## src/rtl/sck_pkg.sv

```systemverilog
package sck_pkg;

  typedef enum logic {
    PH_LOW  = 1'b0,
    PH_HIGH = 1'b1
  } sck_phase_e;

  // Bit position of a field inside the control word, given the field width.
  function automatic int fld_lsb(input int idx, input int w);
    return idx * w;
  endfunction

endpackage

```

## src/rtl/sck_cfg_reg.sv

```systemverilog
module sck_cfg_reg #(
  parameter int WORD_W = 32,
  parameter int CNT_W  = 8
) (
  input  logic              clk,
  input  logic              rst,
  input  logic              wr_en,
  input  logic [WORD_W-1:0] wr_data,
  input  logic              period_end,
  output logic [CNT_W-1:0]  act_lo,
  output logic [CNT_W-1:0]  act_hi,
  output logic [CNT_W-1:0]  act_hold,
  output logic              act_en
);
  import sck_pkg::*;

  localparam int LO_LSB   = fld_lsb(0, CNT_W);
  localparam int HI_LSB   = fld_lsb(1, CNT_W);
  localparam int HOLD_LSB = fld_lsb(2, CNT_W);
  localparam int EN_POS   = fld_lsb(3, CNT_W);

  logic [CNT_W-1:0] sh_lo, sh_hi, sh_hold;
  logic             sh_en;
  logic             take;

  // Shadow stage: captures every write, no effect on the waveform yet.
  always_ff @(posedge clk) begin
    if (rst) begin
      sh_lo   <= '0;
      sh_hi   <= '0;
      sh_hold <= '0;
      sh_en   <= 1'b0;
    end else if (wr_en) begin
      sh_lo   <= wr_data[LO_LSB   +: CNT_W];
      sh_hi   <= wr_data[HI_LSB   +: CNT_W];
      sh_hold <= wr_data[HOLD_LSB +: CNT_W];
      sh_en   <= wr_data[EN_POS];
    end
  end

  // Active stage: follows shadow while idle, else only at a period boundary.
  assign take = !act_en || period_end;

  always_ff @(posedge clk) begin
    if (rst) begin
      act_lo   <= '0;
      act_hi   <= '0;
      act_hold <= '0;
      act_en   <= 1'b0;
    end else if (take) begin
      act_lo   <= sh_lo;
      act_hi   <= sh_hi;
      act_hold <= sh_hold;
      act_en   <= sh_en;
    end
  end

  AST_RELOAD_AT_END: assert property (@(posedge clk) disable iff (rst)
    (act_en && !period_end) |=> ($stable(act_lo) && $stable(act_hi) && $stable(act_en)));

  AST_HOLD_AT_END: assert property (@(posedge clk) disable iff (rst)
    (act_en && !period_end) |=> $stable(act_hold));

endmodule

```

## src/rtl/sck_phase_ctr.sv

```systemverilog
module sck_phase_ctr #(
  parameter int CNT_W = 8
) (
  input  logic             clk,
  input  logic             rst,
  input  logic             en,
  input  logic [CNT_W-1:0] lo,
  input  logic [CNT_W-1:0] hi,
  output logic             sclk,
  output logic             tick,
  output logic             period_end
);
  import sck_pkg::*;

  sck_phase_e       phase;
  logic [CNT_W-1:0] cnt;
  logic             lo_done, hi_done;

  assign lo_done    = (phase == PH_LOW)  && (cnt == lo);
  assign hi_done    = (phase == PH_HIGH) && (cnt == hi);
  assign period_end = en && hi_done;

  always_ff @(posedge clk) begin
    if (rst || !en) begin
      phase <= PH_LOW;
      cnt   <= '0;
      tick  <= 1'b0;
    end else if (lo_done) begin
      phase <= PH_HIGH;
      cnt   <= '0;
      tick  <= 1'b1;
    end else if (hi_done) begin
      phase <= PH_LOW;
      cnt   <= '0;
      tick  <= 1'b0;
    end else begin
      cnt   <= cnt + 1'b1;
      tick  <= 1'b0;
    end
  end

  assign sclk = (phase == PH_HIGH);

  AST_LOW_BOUND: assert property (@(posedge clk) disable iff (rst)
    (phase == PH_LOW) |-> (cnt <= lo));

  AST_HIGH_BOUND: assert property (@(posedge clk) disable iff (rst)
    (phase == PH_HIGH) |-> (cnt <= hi));

  AST_IDLE_RESET: assert property (@(posedge clk) disable iff (rst)
    !en |=> (phase == PH_LOW && cnt == '0 && !tick));

  AST_TICK_SINGLE: assert property (@(posedge clk) disable iff (rst)
    tick |=> !tick);

endmodule

```

## src/rtl/sensor_clk_synth.sv

```systemverilog
module sensor_clk_synth #(
  parameter int WORD_W = 32,
  parameter int CNT_W  = 8
) (
  input  logic              clk,
  input  logic              rst,
  input  logic              cfg_we,
  input  logic [WORD_W-1:0] cfg_wdata,
  output logic              sclk_o,
  output logic              rise_o,
  output logic [CNT_W-1:0]  hold_o
);

  logic [CNT_W-1:0] act_lo, act_hi, act_hold;
  logic             act_en;
  logic             period_end;

  sck_cfg_reg #(
    .WORD_W (WORD_W),
    .CNT_W  (CNT_W)
  ) u_cfg (
    .clk        (clk),
    .rst        (rst),
    .wr_en      (cfg_we),
    .wr_data    (cfg_wdata),
    .period_end (period_end),
    .act_lo     (act_lo),
    .act_hi     (act_hi),
    .act_hold   (act_hold),
    .act_en     (act_en)
  );

  sck_phase_ctr #(
    .CNT_W (CNT_W)
  ) u_ctr (
    .clk        (clk),
    .rst        (rst),
    .en         (act_en),
    .lo         (act_lo),
    .hi         (act_hi),
    .sclk       (sclk_o),
    .tick       (rise_o),
    .period_end (period_end)
  );

  assign hold_o = act_hold;

  AST_TICK_ON_RISE: assert property (@(posedge clk) disable iff (rst)
    rise_o |-> (sclk_o && !$past(sclk_o)));

  AST_RISE_HAS_TICK: assert property (@(posedge clk) disable iff (rst)
    (sclk_o && !$past(sclk_o)) |-> rise_o);

  AST_QUIET_WHEN_OFF: assert property (@(posedge clk) disable iff (rst)
    (!act_en && !sclk_o) |=> !rise_o);

endmodule

```

## config.mk

```make
export PLATFORM = sky130hd
export DESIGN_NAME = sensor_clk_synth
export DESIGN_NICKNAME = d
export VERILOG_FILES = /design/src/rtl/sck_pkg.sv /design/src/rtl/sck_cfg_reg.sv /design/src/rtl/sck_phase_ctr.sv /design/src/rtl/sensor_clk_synth.sv
export SDC_FILE = /design/constraint.sdc
export NUM_CORES = 1
export LEC_CHECK = 0
export CAP_MARGIN = 20
export CORE_MARGIN = 2
export CORE_UTILIZATION = 49
export DETAILED_ROUTE_END_ITERATION = 8
export PLACE_DENSITY_LB_ADDON = 0.12
export SLEW_MARGIN = 10
export SYNTH_ARGS = -nofsm -noshare
export SYNTH_HDL_FRONTEND = slang
export SYNTH_SLANG_ARGS = --single-unit
```

## constraint.sdc

```tcl
create_clock -name clk -period 1.8 [get_ports clk]
set_clock_uncertainty 0.2 [all_clocks]
set_input_delay 0.54 -clock clk [delete_from_list [all_inputs] [get_ports clk]]
set_output_delay 0.54 -clock clk [all_outputs]
set_load 0.01 [all_outputs]
```

==> summary.txt, run 1 <==
Place
  • Input/output buffers: 37
  • Hpwl dp: 4.84 mm
  • Inst Count DP: 457
  • Routability cong.: 0.835
  • Dpl ws: -65.6 ps

STA
  • Max-slew violations: 0
  • Unrepaired setup endpoints after global routing: yes
  • Slew Limit Headroom: 0.610
  • Final setup fails: 1
  • Fin crit period: 1830 ps
  • FMAX: 548 MHz
  • Worst Slack Setup Final: -25.9 ps
  • Worst slew pin tran: 585 ps
  • Tcrit/Tclk final: 1.01
  • Endpoints failing hold: 0

Flow run
  • Max Cap Viol: 0

Route
  • Routed WL: 7.47 mm
  • Antenna violation net count after detailed routing: 0
  • DR WL/cell: 15.7 µm
  • Vias: 2,750
  • Post-route DRC violation count: 0
  • Iteration-0 DRC Markers: 184
  • Drt pass-1 iters: 4
  • Vias per inst: 5.79

Clock tree
  • TritonCTS Buffers: 9
  • Num Clock Sinks: 60
  • Clock slew at reported path FFs: 70 ps
  • Root buf cell: clkbuf_8
  • Clock Path Buffers: 2
  • H-tree levels: 3
  • Clk_lat worst skew: 330 ps
  • TritonCTS clock tree: done

Layout
  • Area of the multi-input gates: 1750 µm²
  • Fill count: 502
  • Area delta synth->final: 29.1%
  • Diodes inserted: 0
  • Register area: 1220 µm²
  • Final Non-Filler Cells: 475
  • Share of cells above drive strength 1: 0.203
  • Layout net count: 432

Synth
  • Avg Inst Size Synth: 8.87 µm²
  • Sequential share of the synthesized area: 0.392
  • Mapped Cells: 345
  • Yosys warns: 0
  • FF+latch count, synth: 60
  • Share of synthesized registers carrying an async set or reset: 0
  • Distinct cells, synth: 31
  • Post-synth net total: 381
  • Post-synth EDFFs: 0
  • Syn Std Cell Area: 3060 µm²
  • Leading register cell type out of synthesis: dfxtp_1

Power
  • Logic gate share of total power: 0.203
  • Pleak: 1.49 nW
  • P per Cell Area: 802 nW/µm²
  • Sw Share: 0.290
  • Peak VDD IR: 681 µV
  • Pint: 0.00225 W
  • Psw: 0.000918 W
  • Seq pwr share: 0.460
  • Clock share of power: 0.337

Hold path
  • Hold_sp: u_cfg.sh_en
  • Hold Path Cell Cnt: 2
  • Worst min path class: reg -> reg
  • Hold Crit Endpoint: u_cfg.act_en

Global routing
  • Initial antenna violation count: 0
  • First-pass GRT wire length: 12.0 mm
  • Pin count of the biggest net entering global routing: 58
  • Total Routing Usage GR: 0.215
  • Remaining Overflow, GRT: 0
  • Number of global-route vias before repair: 2,505

Setup path
  • Arrival @ worst endpoint: 1850 ps
  • FF-to-FF Start: u_ctr.cnt[7]
  • Reg-to-reg setup timing slack: -30 ps
  • Worst-path fanout max: 19
  • Slowest cell on crit path: or4_1
  • Crit-path cells: xnor2_2, nand4_4, buf_12, or4_1, o311ai_1
  • Reg2Reg Depth: 5
  • Setup CP Type: reg -> reg
  • Required @ worst endpoint: 1830 ps
  • CP max stage delay: 530 ps
  • CP Capture Type: flop
  • Nature of the critical path startpoint: flop
  • FF-to-FF End: u_cfg.act_lo[0]

Die
  • Die area: 6890 µm²
  • Die width: 83.0 µm
  • Initial Utilization: 0.511
  • Die Height: 83.0 µm
  • FP Rows: 28
  • Core area: 5990 µm²
  • Io pins: 45

Status
  • Status: finished, violations left
  • Failing checks: setup timing
-- timing repair --
action,4_1_cts,5_1_grt
hold buffers,0,0
pin swaps,0,3
hold endpoints to repair,0,0
endpoints found under the setup margin,28,33
resized for setup,13,19
buffers inserted,0,3
-- critical path, delay by kind of cell, from the launching register on --
family	cells	cell delay, ps
compound gates	1	120
xor+xnor	1	210
buf+inv	1	180
flops	1	330
simple gates	2	670
-- worst max-delay path by stage --
stage / startpoint / endpoint / slack [ps] / depth (start not counted)
6_report: u_ctr.cnt[7] / u_cfg.act_lo[0] / -30 / 5
5_1_grt: u_ctr.cnt[7] / u_cfg.act_lo[0] / -70 / 5
4_1_cts: u_cfg.act_hi[7] / u_cfg.act_hold[4] / 4 / 5
3_5_place_dp: cfg_we / u_cfg.sh_hi[6] / -70 / 4
3_3_place_gp: u_ctr.sclk / u_cfg.act_hold[2] / -140 / 3
2_1_floorplan: u_ctr.cnt[4] / u_cfg.act_hi[2] / 30 / 5
-- stage by stage --
stage / TNS [ps] / area, µm² / util / hold WS, ps / total power [W]
after floorplan: 0 / 3070 / - / 234 / 0.00182
after global placement: -3120 / 3690 / 0.615 / 229 / 0.00209
after detailed placement: -1340 / 3700 / 0.617 / 237 / 0.00210
after CTS: 0 / 3860 / 0.644 / 246 / 0.00316
after global routing: -787 / 3950 / 0.659 / 278 / 0.00330
final: -25.9 / 3950 / 0.659 / 241 / 0.00317
-- power groups by stage --
stage | Sequential, W | Clock, W | Combinational [W]
finish | 0.00146 | 0.00107 | 0.000642
global route | 0.00147 | 0.00114 | 0.000694
CTS | 0.00145 | 0.00109 | 0.000611
detailed placement | 0.00148 | 0 | 0.000619
global placement | 0.00148 | 0 | 0.000603
floorplan | 0.00147 | 0 | 0.000344
-- layout by cell type, fill, tap and decap left out, types with 3 or more instances in the layout --
| cell type | instances |
|---|---|
| or4_1 | 21 |
| buf_4 | 30 |
| o311ai_0 | 4 |
| nor3b_1 | 25 |
| nor3_1 | 8 |
| or4_4 | 3 |
| clkdlybuf4s50_1 | 26 |
| mux2i_1 | 25 |
| nand2_1 | 49 |
| nand3_1 | 5 |
| buf_6 | 3 |
| dfxtp_2 | 10 |
| dfxtp_1 | 49 |
| xnor2_2 | 7 |
| a31oi_1 | 24 |
| dlygate4sd2_1 | 10 |
| o311ai_1 | 18 |
| xor2_1 | 12 |
| nor2_1 | 29 |
| clkbuf_8 | 11 |
| buf_12 | 5 |
-- flip-flops by register name, summed over array words and instances (netlist names) --
register,cells
u_cfg.sh_en,1
u_cfg.sh_hi,8
u_cfg.sh_lo,8
u_cfg.sh_hold,8
u_cfg.act_hi,8
u_ctr.sclk,1
u_cfg.act_lo,8
u_ctr.cnt,8
u_ctr.tick,1
u_cfg.act_en,1
u_cfg.act_hold,8
-- cell type report --
class,count,share of cell area
multi-input combinational,247,0.442
sequential,60,0.308
timing repair buffer,75,0.180
clock buffer,13,0.0402
tap,75,0.0238
inverter,3,0.00285
clock inverter,2,0.00253
-- per-layer routing --
metal / vias up / part of all wire / GRT usage
li1: 1361 / - / -
met1: 1316 / 0.47 / 0.302
met2: 65 / 0.47 / 0.329
met3: 8 / 0.045 / 0.0338
met4: 0 / 0.015 / 0.0894
met5: - / 0 / 0
-- cell usage after synthesis, drive strengths merged (8+ instances only) --
library cell | number | area [µm²]
or4 | 24 | 180
dfxtp | 60 | 1200
a31oi | 24 | 150
nand2 | 49 | 184
nor2 | 29 | 109
nor3b | 25 | 188
nor3 | 8 | 40.0
o311ai | 25 | 236
xor2 | 12 | 105
clkbuf | 18 | 67.6
xnor2 | 10 | 136
mux2i | 25 | 250
buf | 17 | 83.8
-- cell families (layout without fill, tap and decap cells) --
kind of cell,Yosys count,in the layout,synth area share
flip-flops,60,60,0.392
multiplexers,25,25,0.0818
AO/OA/AOI/OAI,52,52,0.131
XOR/XNOR,22,22,0.0789
adder cells (fa/ha/maj),1,1,0.00409
AND/OR/NAND/NOR,147,147,0.258
buffers and inverters,38,93,0.0531
Power figures use the tool's default switching activity.
==> run 2, diff against run 1 <==
--- a/config.mk
+++ b/config.mk
@@ -14,3 +14,4 @@
 export SYNTH_ARGS = -nofsm -noshare
 export SYNTH_HDL_FRONTEND = slang
 export SYNTH_SLANG_ARGS = --single-unit
+export TNS_END_PERCENT = 50
==> run 2 against run 1 <==
  * The flow still finishes with violations (setup timing)
  * Worst hold slack about the same
  * First-iteration DRC count down 34%
  * Non-clock buffer count unchanged
  * Largest cell class unchanged
==> summary.txt, run 2 (synthesis gave the netlist of run 1 again) <==
Setup path
  • Arrival @ worst endpoint: 1850 ps (about the same)
  • CP max stage delay: 530 ps (about the same)
  • Crit-path cells: xnor2_2, nand4_4, buf_12, or4_1, o311ai_1 (unchanged)
  • Bufs and invs on worst path: 1 (unchanged)
  • Slowest cell on crit path: or4_1 (unchanged)
  • Required @ worst endpoint: 1830 ps (about the same)
  • Setup CP Type: reg -> reg (unchanged)
  • Nature of the critical path startpoint: flop (unchanged)
  • CP Capture Type: flop (unchanged)
  • Worst-path fanout max: 19 (unchanged)
  • Crit-path leading delay family: simple AND/OR/NAND/NOR gates (unchanged)

Power
  • Seq pwr share: 0.460 (about the same)
  • Power consumption: 0.00317 W (about the same)
  • Sw Share: 0.290 (about the same)
  • Pint: 0.00225 W (about the same)
  • Peak VDD IR: 667 µV (was 681 µV)
  • Clock share of power: 0.337 (about the same)
  • P per Cell Area: 803 nW/µm² (was 802 nW/µm²)
  • Pleak: 1.49 nW (about the same)
  • Psw: 0.000918 W (about the same)
  • Logic gate share of total power: 0.203 (about the same)

STA
  • Final setup fails: 1 (unchanged)
  • Fin Setup TNS: -19.2 ps (was -25.9 ps)
  • Unrepaired setup endpoints after global routing: yes (unchanged)
  • Worst slew pin tran: 575 ps (was 585 ps)
  • Fin crit period: 1820 ps (was 1830 ps)
  • Tcrit/Tclk final: 1.01 (about the same)
  • Worst Slack Setup Final: -19.2 ps (was -25.9 ps)
  • Endpoints failing hold: 0 (unchanged)
  • Max-slew violations: 0 (unchanged)
  • FMAX: 550 MHz (was 548 MHz)
  • Slew Limit Headroom: 0.616 (was 0.610)
  • Hold Slack: 241 ps (about the same)

Die
  • Io pins: 45 (unchanged)
  • Die width: 83.0 µm (unchanged)
  • Core area: 5990 µm² (unchanged)
  • FP Rows: 28 (unchanged)
  • Initial Utilization: 0.511 (unchanged)
  • Die area: 6890 µm² (unchanged)
  • Die Height: 83.0 µm (unchanged)

Clock tree
  • Root buf cell: clkbuf_8 (unchanged)
  • Clock slew at reported path FFs: 70 ps (about the same)
  • CTS Hold Bufs: 0 (unchanged)
  • Num Clock Sinks: 60 (unchanged)
  • Clock Path Buffers: 2 (unchanged)
  • H-tree levels: 3 (unchanged)
  • TritonCTS Buffers: 9 (unchanged)
  • Clk_lat worst skew: 330 ps (about the same)
  • TritonCTS clock tree: done (unchanged)

Global routing
  • Remaining Overflow, GRT: 0 (unchanged)
  • Total Routing Usage GR: 0.215 (unchanged)
  • Initial antenna violation count: 0 (unchanged)
  • Pin count of the biggest net entering global routing: 58 (unchanged)
  • First-pass GRT wire length: 12.0 mm (unchanged)
  • Number of global-route vias before repair: 2,505 (unchanged)

Place
  • Hpwl dp: 4.84 mm (unchanged)
  • Routability cong.: 0.835 (unchanged)
  • Dpl ws: -65.6 ps (unchanged)
  • Input/output buffers: 37 (unchanged)

Layout
  • Diodes inserted: 0 (unchanged)
  • Commonest cells after routing, fill and taps aside: nand2_1 (49), dfxtp_1 (49), buf_4 (30) (unchanged)
  • Layout net count: 432 (unchanged)
  • Util after Layout: 0.659 (about the same)
  • Area delta synth->final: 28.9% (was 29.1%)
  • Share of cells above drive strength 1: 0.200 (was 0.203)

Status
  • Status: finished, violations left (unchanged)
  • Failing checks: setup timing (unchanged)

Route
  • Antenna violation net count after detailed routing: 0 (unchanged)
  • DR WL/cell: 15.7 µm (unchanged)
  • Iteration-0 DRC Markers: 122 (was 184)
  • Vias per inst: 5.78 (was 5.79)
  • Post-route DRC violation count: 0 (unchanged)
  • Routed WL: 7.47 mm (unchanged)
  • Vias: 2,747 (was 2,750)
  • Drt pass-1 iters: 4 (unchanged)

Hold path
  • Worst min path class: reg -> reg (unchanged)

Flow run
  • Max Cap Viol: 0 (unchanged)
[run 2: cell counts in the layout (fill, tap and decap cells not counted)]
Identical to the previous run, type by type.
[run 2: through the flow]
stage               instance area (µm²)  std cells
floorplan                          3070        345
global placement                   3690        456
detailed placement                 3700        457
CTS                                3860        472
global route                       3950        475
finish                             3950        475
[run 2: power by group through the flow]
| stage | Combinational (W) | Sequential, W | Clock (W) |
|---|---|---|---|
| final | 0.000642 | 0.00146 | 0.00107 |
| after global routing | 0.000693 | 0.00147 | 0.00114 |
| after CTS | 0.000611 | 0.00145 | 0.00109 |
| after detailed placement | 0.000619 | 0.00148 | 0 |
| after global placement | 0.000603 | 0.00148 | 0 |
| after floorplan | 0.000344 | 0.00147 | 0 |
[run 2: what timing repair did]
action	4_1_cts	5_1_grt
buffers inserted	0	3
setup endpoints to repair	28	33
gates resized for setup	13	18
pin swaps	0	4
endpoints found under the hold margin	0	0
[run 2: cell type report]
cell class / count / area (µm²)
fillers: 504 / 2040
multi-input cells: 247 / 1740
flip-flops and latches: 60 / 1220
repair buffers: 75 / 712
clock buffers: 13 / 159
well taps: 75 / 93.8
inverters: 3 / 11.3
clock inverters: 2 / 10.0
[run 2: layer usage]
layer  up-vias  track usage  wire length [µm]
met5         -            0                 0
met4         0       0.0894               109
met3         9       0.0338               311
met2        57        0.329              3430
met1      1323        0.302              3620
li1       1358            -                 -
[run 2: final timing paths]
check          startpoint               to  slack, ps  depth (start not counted)
max          u_ctr.cnt[7]  u_cfg.act_lo[0]        -20                          5
min           u_cfg.sh_en     u_cfg.act_en        240                          2
max reg2reg  u_ctr.cnt[7]  u_cfg.act_lo[0]        -20                          5
min reg2reg   u_cfg.sh_en     u_cfg.act_en        240                          2
[run 2: worst min-delay path, delay by kind of cell (launching register included)]
family	cells	cell delay, ps
AO/OA/AOI/OAI	1	50
flip-flops	1	310
buffers and inverters	1	40
